`src/rtl/mdma_pkg.sv`:
```
package mdma_pkg;

    typedef enum logic [2:0] {
        ST_IDLE,
        ST_FSRC,
        ST_FDST,
        ST_FCTL,
        ST_READ,
        ST_WRITE,
        ST_WBACK
    } st_e;

    localparam logic [2:0] MODE_AUTO  = 3'd2;
    localparam logic [1:0] SIZE_BAD   = 2'd3;
    localparam logic [3:0] ARB_NEVER  = 4'd10;

    // Right-justify and zero-extend an item of the given size code.
    function automatic logic [31:0] fit_item(input logic [31:0] d, input logic [1:0] sz);
        case (sz)
            2'd0:    fit_item = {24'd0, d[7:0]};
            2'd1:    fit_item = {16'd0, d[15:0]};
            default: fit_item = d;
        endcase
    endfunction

endpackage

```
`src/rtl/mdma_regs.sv`:
```
module mdma_regs #(
    parameter int NCH = 32,
    parameter int AW  = 32
) (
    input  logic             clk,
    input  logic             rst_n,
    input  logic             reg_we,
    input  logic [2:0]       reg_addr,
    input  logic [31:0]      reg_wdata,
    output logic [31:0]      reg_rdata,
    input  logic [NCH-1:0]   grant_vec,
    input  logic [NCH-1:0]   repend_vec,
    input  logic [NCH-1:0]   finish_vec,
    output logic [NCH-1:0]   en_o,
    output logic [NCH-1:0]   req_o,
    output logic [NCH-1:0]   mask_o,
    output logic [AW-1:0]    base_o
);

    typedef struct packed {
        logic [NCH-1:0] en;
        logic [NCH-1:0] req;
        logic [NCH-1:0] mask;
        logic [AW-1:0]  base;
    } regs_t;

    regs_t q, d;
    logic [NCH-1:0] wv;

    assign wv = reg_wdata[NCH-1:0];

    always_comb begin
        d = q;
        // engine side first, software writes take precedence
        d.req = (d.req & ~grant_vec) | (repend_vec & d.en);
        d.en  = d.en & ~finish_vec;
        if (reg_we) begin
            case (reg_addr)
                3'd0: d.base = reg_wdata[AW-1:0];
                3'd1: d.en   = d.en | wv;
                3'd2: d.en   = d.en & ~wv;
                3'd3: d.req  = d.req | (wv & d.en);
                3'd4: d.mask = wv;
                default: ;
            endcase
        end
        d.req = d.req & d.en;
    end

    always_ff @(posedge clk) begin
        if (!rst_n) q <= '0;
        else        q <= d;
    end

    always_comb begin
        case (reg_addr)
            3'd0:       reg_rdata = 32'(q.base);
            3'd1, 3'd2: reg_rdata = 32'(q.en);
            3'd3:       reg_rdata = 32'(q.req);
            3'd4:       reg_rdata = 32'(q.mask);
            default:    reg_rdata = '0;
        endcase
    end

    assign en_o   = q.en;
    assign req_o  = q.req;
    assign mask_o = q.mask;
    assign base_o = q.base;

    // a pending request never survives without its enable bit
    a_r9_req_needs_en: assert property (@(posedge clk) disable iff (!rst_n)
        (q.req & ~q.en) == '0);

endmodule

```
`src/rtl/mdma_arb.sv`:
```
module mdma_arb #(
    parameter int NCH = 32,
    parameter int CW  = $clog2(NCH)
) (
    input  logic            clk,
    input  logic            rst_n,
    input  logic [NCH-1:0]  pend,
    output logic            gnt_any,
    output logic [CW-1:0]   gnt_idx,
    output logic [NCH-1:0]  gnt_vec
);

    localparam logic [NCH-1:0] ONE = NCH'(1);

    always_comb begin
        gnt_idx = '0;
        for (int i = NCH - 1; i >= 0; i--) begin
            if (pend[i]) gnt_idx = CW'(i);
        end
        gnt_any = |pend;
        gnt_vec = gnt_any ? (ONE << gnt_idx) : '0;
    end

    // one winner at most, and only from the pending set
    a_r6_onehot: assert property (@(posedge clk) disable iff (!rst_n)
        $onehot0(gnt_vec));
    a_r6_subset: assert property (@(posedge clk) disable iff (!rst_n)
        (gnt_vec & ~pend) == '0);

endmodule

```
`src/rtl/mdma_addr.sv`:
```
module mdma_addr #(
    parameter int AW = 32
) (
    input  logic [AW-1:0] end_ptr,
    input  logic [9:0]    rem,
    input  logic [1:0]    inc,
    output logic [AW-1:0] addr
);

    always_comb begin
        if (inc == 2'd3) addr = end_ptr;
        else             addr = end_ptr - (AW'(rem) << inc);
    end

endmodule

```
`src/rtl/mdma_core.sv`:
```
module mdma_core
    import mdma_pkg::*;
#(
    parameter int NCH = 32,
    parameter int AW  = 32,
    parameter int CW  = $clog2(NCH)
) (
    input  logic            clk,
    input  logic            rst_n,
    input  logic [AW-1:0]   base,
    input  logic [NCH-1:0]  mask,
    input  logic            gnt_any,
    input  logic [CW-1:0]   gnt_idx,
    output logic            take,
    output logic [NCH-1:0]  repend_vec,
    output logic [NCH-1:0]  finish_vec,
    output logic [AW-1:0]   src_end,
    output logic [AW-1:0]   dst_end,
    output logic [9:0]      rem,
    output logic [1:0]      src_inc,
    output logic [1:0]      dst_inc,
    input  logic [AW-1:0]   src_addr,
    input  logic [AW-1:0]   dst_addr,
    output logic            mem_req,
    output logic            mem_we,
    output logic [AW-1:0]   mem_addr,
    output logic [1:0]      mem_size,
    output logic [31:0]     mem_wdata,
    input  logic [31:0]     mem_rdata,
    input  logic            mem_ack,
    output logic            done_irq
);

    localparam logic [NCH-1:0] ONE = NCH'(1);

    typedef struct packed {
        st_e            st;
        logic [CW-1:0]  ch;
        logic [AW-1:0]  src;
        logic [AW-1:0]  dst;
        logic [31:0]    ctl;
        logic [9:0]     rem;
        logic [10:0]    cnt;
        logic [31:0]    data;
        logic           last;
        logic           irq;
    } core_t;

    core_t q, d;
    logic [AW-1:0] slot;
    logic          bad_ctl;

    assign slot    = base + AW'({q.ch, 4'h0});
    assign bad_ctl = (mem_rdata[2:0] != MODE_AUTO) || (mem_rdata[25:24] == SIZE_BAD)
                     || (mem_rdata[29:28] == SIZE_BAD);

    always_comb begin
        d          = q;
        d.irq      = 1'b0;
        take       = 1'b0;
        repend_vec = '0;
        finish_vec = '0;
        mem_req    = 1'b0;
        mem_we     = 1'b0;
        mem_addr   = '0;
        mem_size   = 2'd2;
        mem_wdata  = '0;
        case (q.st)
            ST_IDLE: begin
                if (gnt_any) begin
                    take = 1'b1;
                    d.ch = gnt_idx;
                    d.st = ST_FSRC;
                end
            end
            ST_FSRC: begin
                mem_req  = 1'b1;
                mem_addr = slot;
                if (mem_ack) begin
                    d.src = mem_rdata[AW-1:0];
                    d.st  = ST_FDST;
                end
            end
            ST_FDST: begin
                mem_req  = 1'b1;
                mem_addr = slot + AW'(4);
                if (mem_ack) begin
                    d.dst = mem_rdata[AW-1:0];
                    d.st  = ST_FCTL;
                end
            end
            ST_FCTL: begin
                mem_req  = 1'b1;
                mem_addr = slot + AW'(8);
                if (mem_ack) begin
                    d.ctl = mem_rdata;
                    d.rem = mem_rdata[13:4];
                    d.cnt = '0;
                    if (bad_ctl) begin
                        finish_vec = ONE << q.ch;
                        d.st       = ST_IDLE;
                    end else begin
                        d.st = ST_READ;
                    end
                end
            end
            ST_READ: begin
                mem_req  = 1'b1;
                mem_addr = src_addr;
                mem_size = q.ctl[25:24];
                if (mem_ack) begin
                    d.data = fit_item(mem_rdata, q.ctl[25:24]);
                    d.st   = ST_WRITE;
                end
            end
            ST_WRITE: begin
                mem_req   = 1'b1;
                mem_we    = 1'b1;
                mem_addr  = dst_addr;
                mem_size  = q.ctl[29:28];
                mem_wdata = fit_item(q.data, q.ctl[29:28]);
                if (mem_ack) begin
                    if (q.rem == '0) begin
                        d.ctl  = {q.ctl[31:14], 10'd0, q.ctl[3], 3'd0};
                        d.last = 1'b1;
                        d.st   = ST_WBACK;
                    end else begin
                        d.rem = q.rem - 10'd1;
                        d.cnt = q.cnt + 11'd1;
                        if (q.ctl[17:14] < ARB_NEVER && d.cnt == (11'd1 << q.ctl[17:14])) begin
                            d.ctl[13:4] = d.rem;
                            d.last      = 1'b0;
                            d.st        = ST_WBACK;
                        end else begin
                            d.st = ST_READ;
                        end
                    end
                end
            end
            ST_WBACK: begin
                mem_req   = 1'b1;
                mem_we    = 1'b1;
                mem_addr  = slot + AW'(8);
                mem_wdata = q.ctl;
                if (mem_ack) begin
                    if (q.last) begin
                        finish_vec = ONE << q.ch;
                        d.irq      = mask[q.ch];
                    end else begin
                        repend_vec = ONE << q.ch;
                    end
                    d.st = ST_IDLE;
                end
            end
            default: d.st = ST_IDLE;
        endcase
    end

    always_ff @(posedge clk) begin
        if (!rst_n) q <= '0;
        else        q <= d;
    end

    assign src_end  = q.src;
    assign dst_end  = q.dst;
    assign rem      = q.rem;
    assign src_inc  = q.ctl[27:26];
    assign dst_inc  = q.ctl[31:30];
    assign done_irq = q.irq;

    // a waiting access holds all of its attributes
    a_r11_hold: assert property (@(posedge clk) disable iff (!rst_n)
        (mem_req && !mem_ack) |=> (mem_req && $stable(mem_addr) && $stable(mem_we)
                                   && $stable(mem_size) && $stable(mem_wdata)));
    // completion interrupt lasts a single cycle
    a_r8_irq_pulse: assert property (@(posedge clk) disable iff (!rst_n)
        done_irq |=> !done_irq);
    // data beats only run on an accepted control word
    a_r10_valid_ctl: assert property (@(posedge clk) disable iff (!rst_n)
        (q.st == ST_READ) |-> (q.ctl[2:0] == MODE_AUTO && q.ctl[25:24] != SIZE_BAD));
    // the final write-back carries a stopped mode and zero count
    a_r7_stop_word: assert property (@(posedge clk) disable iff (!rst_n)
        (q.st == ST_WBACK && q.last) |-> (mem_wdata[2:0] == 3'd0 && mem_wdata[13:4] == 10'd0));

endmodule

```
`src/rtl/mdma_engine.sv`:
```
module mdma_engine #(
    parameter int NCH = 32,
    parameter int AW  = 32
) (
    input  logic          clk,
    input  logic          rst_n,
    input  logic          reg_we,
    input  logic [2:0]    reg_addr,
    input  logic [31:0]   reg_wdata,
    output logic [31:0]   reg_rdata,
    output logic          mem_req,
    output logic          mem_we,
    output logic [AW-1:0] mem_addr,
    output logic [1:0]    mem_size,
    output logic [31:0]   mem_wdata,
    input  logic [31:0]   mem_rdata,
    input  logic          mem_ack,
    output logic          done_irq
);

    localparam int CW = $clog2(NCH);

    logic [NCH-1:0] en, req, mask, gnt_vec, repend_vec, finish_vec;
    logic [AW-1:0]  base, src_end, dst_end, src_addr, dst_addr;
    logic           gnt_any, take;
    logic [CW-1:0]  gnt_idx;
    logic [9:0]     rem;
    logic [1:0]     src_inc, dst_inc;

    mdma_regs #(.NCH(NCH), .AW(AW)) u_regs (
        .clk(clk), .rst_n(rst_n),
        .reg_we(reg_we), .reg_addr(reg_addr), .reg_wdata(reg_wdata), .reg_rdata(reg_rdata),
        .grant_vec(take ? gnt_vec : '0), .repend_vec(repend_vec), .finish_vec(finish_vec),
        .en_o(en), .req_o(req), .mask_o(mask), .base_o(base)
    );

    mdma_arb #(.NCH(NCH), .CW(CW)) u_arb (
        .clk(clk), .rst_n(rst_n), .pend(en & req),
        .gnt_any(gnt_any), .gnt_idx(gnt_idx), .gnt_vec(gnt_vec)
    );

    mdma_addr #(.AW(AW)) u_src_addr (
        .end_ptr(src_end), .rem(rem), .inc(src_inc), .addr(src_addr)
    );

    mdma_addr #(.AW(AW)) u_dst_addr (
        .end_ptr(dst_end), .rem(rem), .inc(dst_inc), .addr(dst_addr)
    );

    mdma_core #(.NCH(NCH), .AW(AW), .CW(CW)) u_core (
        .clk(clk), .rst_n(rst_n), .base(base), .mask(mask),
        .gnt_any(gnt_any), .gnt_idx(gnt_idx), .take(take),
        .repend_vec(repend_vec), .finish_vec(finish_vec),
        .src_end(src_end), .dst_end(dst_end), .rem(rem),
        .src_inc(src_inc), .dst_inc(dst_inc),
        .src_addr(src_addr), .dst_addr(dst_addr),
        .mem_req(mem_req), .mem_we(mem_we), .mem_addr(mem_addr), .mem_size(mem_size),
        .mem_wdata(mem_wdata), .mem_rdata(mem_rdata), .mem_ack(mem_ack),
        .done_irq(done_irq)
    );

endmodule

```
`config.mk`:
```
export PLATFORM = sky130hd
export DESIGN_NAME = mdma_engine
export DESIGN_NICKNAME = d
export VERILOG_FILES = /design/src/rtl/mdma_pkg.sv /design/src/rtl/mdma_regs.sv /design/src/rtl/mdma_arb.sv /design/src/rtl/mdma_addr.sv /design/src/rtl/mdma_core.sv /design/src/rtl/mdma_engine.sv
export SDC_FILE = /design/constraint.sdc
export NUM_CORES = 1
export LEC_CHECK = 0
export BUFFER_PORTS_ARGS = -buffer_cell sky130_fd_sc_hd__buf_2
export CORE_ASPECT_RATIO = 1.5
export CORE_MARGIN = 2
export CORE_UTILIZATION = 62
export CTS_CLUSTER_SIZE = 20
export DETAILED_ROUTE_END_ITERATION = 10
export GPL_TIMING_DRIVEN = 1
export PLACE_DENSITY_LB_ADDON = 0.2
export SYNTH_ARGS = -nofsm -noshare
export SYNTH_HDL_FRONTEND = slang
export SYNTH_SLANG_ARGS = --single-unit
```
`constraint.sdc`:
```
create_clock -name clk -period 4.75 [get_ports clk]
set_input_delay 0.475 -clock clk [delete_from_list [all_inputs] [get_ports clk]]
set_output_delay 0.475 -clock clk [all_outputs]
set_load 0.1 [all_outputs]
```
==> flow_summary.ini <==
[yosys]
synth.avg_cell_area_um2 = 7.27
synth.yosys.seq_area_share = 0.280
synth.area.top_cells = dfxtp_1, nand2_1, a21boi_0
muxShareOfSynthArea = 0.0304
async_flop_share = 0
synth_largest_area_cell = dfxtp_1
synth_edf_count = 0
synth_nets = 2936
syn_inst = 2827
synth_top_family_by_area = compound AO/OA/AOI/OAI gates
synth_seq_cells = 287
synth_warnings = 0
ys.flop_type = dfxtp_1
synthAdderAreaFrac = 0.0242
synth_xor_area_frac = 0.0477
netlist_area_mm2 = 0.0205
synthDominantCellAreaShare = 0.280
synth_compound_area_frac = 0.318
yosys.area_share.simple = 0.251
synth_cell_type_count = 89

[status]
outcome = finished clean

[drt]
first_iter_violations = 2311
vias = 23300
wirelength_um = 82000
viasPerCell = 6.94
route.detailed.drc = 0
detail-route-antenna-nets = 0
wl_per_cell_um = 24.4
dr.pass1.iters = 8

[critical_path]
crit_cells = 13
cp.arrival_ps = 4250
endpoint_kind = output pin
path_class = flop to output pin
reg2regPathDepth = 11
cp_common_cell = buf_6
cp_slowest_cell = o211ai_1
cp_num_buf_inv = 3
cpPeakStageDelay_ps = 480
crit_chain = ha_4 -> fa_2 -> buf_6 -> a211o_4 -> a21oi_4 -> buf_6 -> o221ai_1 -> a31o_2 -> and3_2 -> and3b_1 -> o32a_1 -> o211ai_1 -> clkbuf_16
crit_family = compound AO/OA/AOI/OAI gates
crit_fanout = 5
cp_data_required_time_ps = 4280
start_kind = flop

[layout]
final_util = 0.728
drive_gt1_frac = 0.158
nets = 3030
instances_no_fill = 3357
antenna_cells = 0
area_growth_pct = 15.6

[placement]
gp_congestion = 1.09
dp.cells = 3277
io_buffers = 171
dp_hpwl_um = 58600

[power_and_ir_drop]
finalPower_mw = 5.30
p_per_area_mw_per_mm2 = 223
power.leakage_nw = 8.37
irDropWorstVdd_mv = 0.273

[timing]
fin_setup_tns_ps = 0
setup-violations-final = 0
worstMarginPinSlew_ps = 1140
period_needed_ps = 4730
rsz0062_at_grt = yes
whs_ps = 167
final_hold_viol_count = 0
max_freq_mhz = 212
relSlewSlack = 0.242
maxSlewViolCount = 0
fin_crit_sh = 0.995
fin_skew_ps = 10.4

[clock_network]
path_clk_slew_ps = 70
worstSkewPairLatency_ps = 590
cts_buffers = 29
cts_tree = built
cts_root_buf = clkbuf_16
ctsLongestPathBuffers = 3
cts_htree_levels = 1
cts_sinks = 287

[floorplanning]
placementRows = 81
chipWidth_um = 153
ios = 172
core_mm2 = 0.0326
die_h_um = 227
start_util = 0.630
dieArea_mm2 = 0.0346

[global_route]
grt_max_degree = 153
grt_use_total = 0.450
grt_pass1_vias = 22900
antenna_found_initial = 0
grt_remaining_overflow = 0
grt_pass1_wl_um = 124000

[flow_run]
max-cap-violations = 0

[min_path]
hp-class = primary input to flop
worstHoldPathCells = 3
kinds of logic after synthesis:
kind of cell	Yosys count
simple gates	1137
compound gates	953
flops	287
buf+inv	256
xor+xnor	112
mux	44
fa+ha+maj	38
worst register-to-register path: stages (launching register included):
cell and delay (ps):
dfxtp_1 460, ha_1 280, nand3_1 260, or3_1 470, a2111oi_0 430, o211ai_1 130
a2111oi_0 660, o2111ai_1 510, nand2_1 160, buf_4 250, o311ai_0 180, o211a_1 150
report_power, final:
part | leakage, nW | internal (mW) | switching, mW
Combinational | 5.56 | 0.101 | 0.252
Clock | 0.490 | 1.44 | 1.06
Sequential | 2.32 | 2.42 | 0.0208
Total | 8.37 | 3.96 | 1.34
cells in the final DEF (no fill, tap or decap), types with 49 or more instances in the layout:
cell type and count:
nand2_1 597, o21ai_0 191, buf_2 150, o21a_1 49, nor2_1 179, dfxtp_1 273
xnor2_1 65, a22o_1 67, nand3_1 81, buf_4 98, a21boi_0 223, a21oi_1 147
flip-flops by register name, summed over array words and instances, names as in the netlist:
signal / count
u_core.done_irq: 1
u_core.dst_end: 32
u_core.dst_inc: 2
u_core.q: 80
u_core.rem: 10
u_core.src_end: 32
u_core.src_inc: 2
u_regs.base_o: 32
u_regs.en_o: 32
u_regs.mask_o: 32
u_regs.req_o: 32
stage by stage:
step | cell area, µm² | setup WS (ps)
floorplan | 20600 | -10.8
global placement | 22100 | 236
detailed placement | 22100 | 141
CTS | 23300 | -8.40
global route | 23800 | -197
finish | 23800 | 22.8
path summary, 6_finish.rpt:
| kind | start | endpoint | slack (ps) |
|---|---|---|---|
| max | u_regs.base_o[4]$_SDFFE_PN0P_ | mem_addr[17] | 20 |
| min | reg_wdata[27] | u_regs.mask_o[27]$_SDFFE_PN0P_ | 170 |
| max reg2reg | u_core.q[34]$_SDFFE_PN0P_ | u_core.q[60]$_SDFFE_PN0P_ | 700 |
| min reg2reg | u_core.q[14]$_SDFFE_PN0P_ | u_core.q[14]$_SDFFE_PN0P_ | 460 |
cell type report:
class	count	area [µm²]
multi-input cells	2284	14300
fillers	2653	8870
flip-flops and latches	287	5780
repair buffers	278	2030
clock buffers	37	786
well taps	415	519
clock inverters	15	219
inverters	41	158
per-layer routing:
layer / global-route usage / wire (µm) / part of all wire / up-vias
met5: 0 / 0 / 0 / -
met4: 0.406 / 8410 / 0.10 / 0
met3: 0.0782 / 7460 / 0.091 / 547
met2: 0.785 / 39600 / 0.48 / 1569
met1: 0.464 / 26600 / 0.32 / 10900
li1: - / - / - / 10300
cells in the mapped netlist, types with 46 or more instances:
library cell / n
nand2_1: 599
dfxtp_1: 287
a21boi_0: 225
o21ai_0: 200
clkbuf_1: 189
nor2_1: 188
a21oi_1: 153
nand3_1: 84
a22o_1: 67
xnor2_1: 66
nor3_1: 53
o21a_1: 49
xor2_1: 46
timing repair:
action	in CTS	in global routing
endpoints found under the setup margin	14	18
pin swaps	12	28
setup buffers	7	19
hold buffers	0	0
gates resized for setup	37	71
gates cloned	0	2
(Power assumes the default switching activity.)
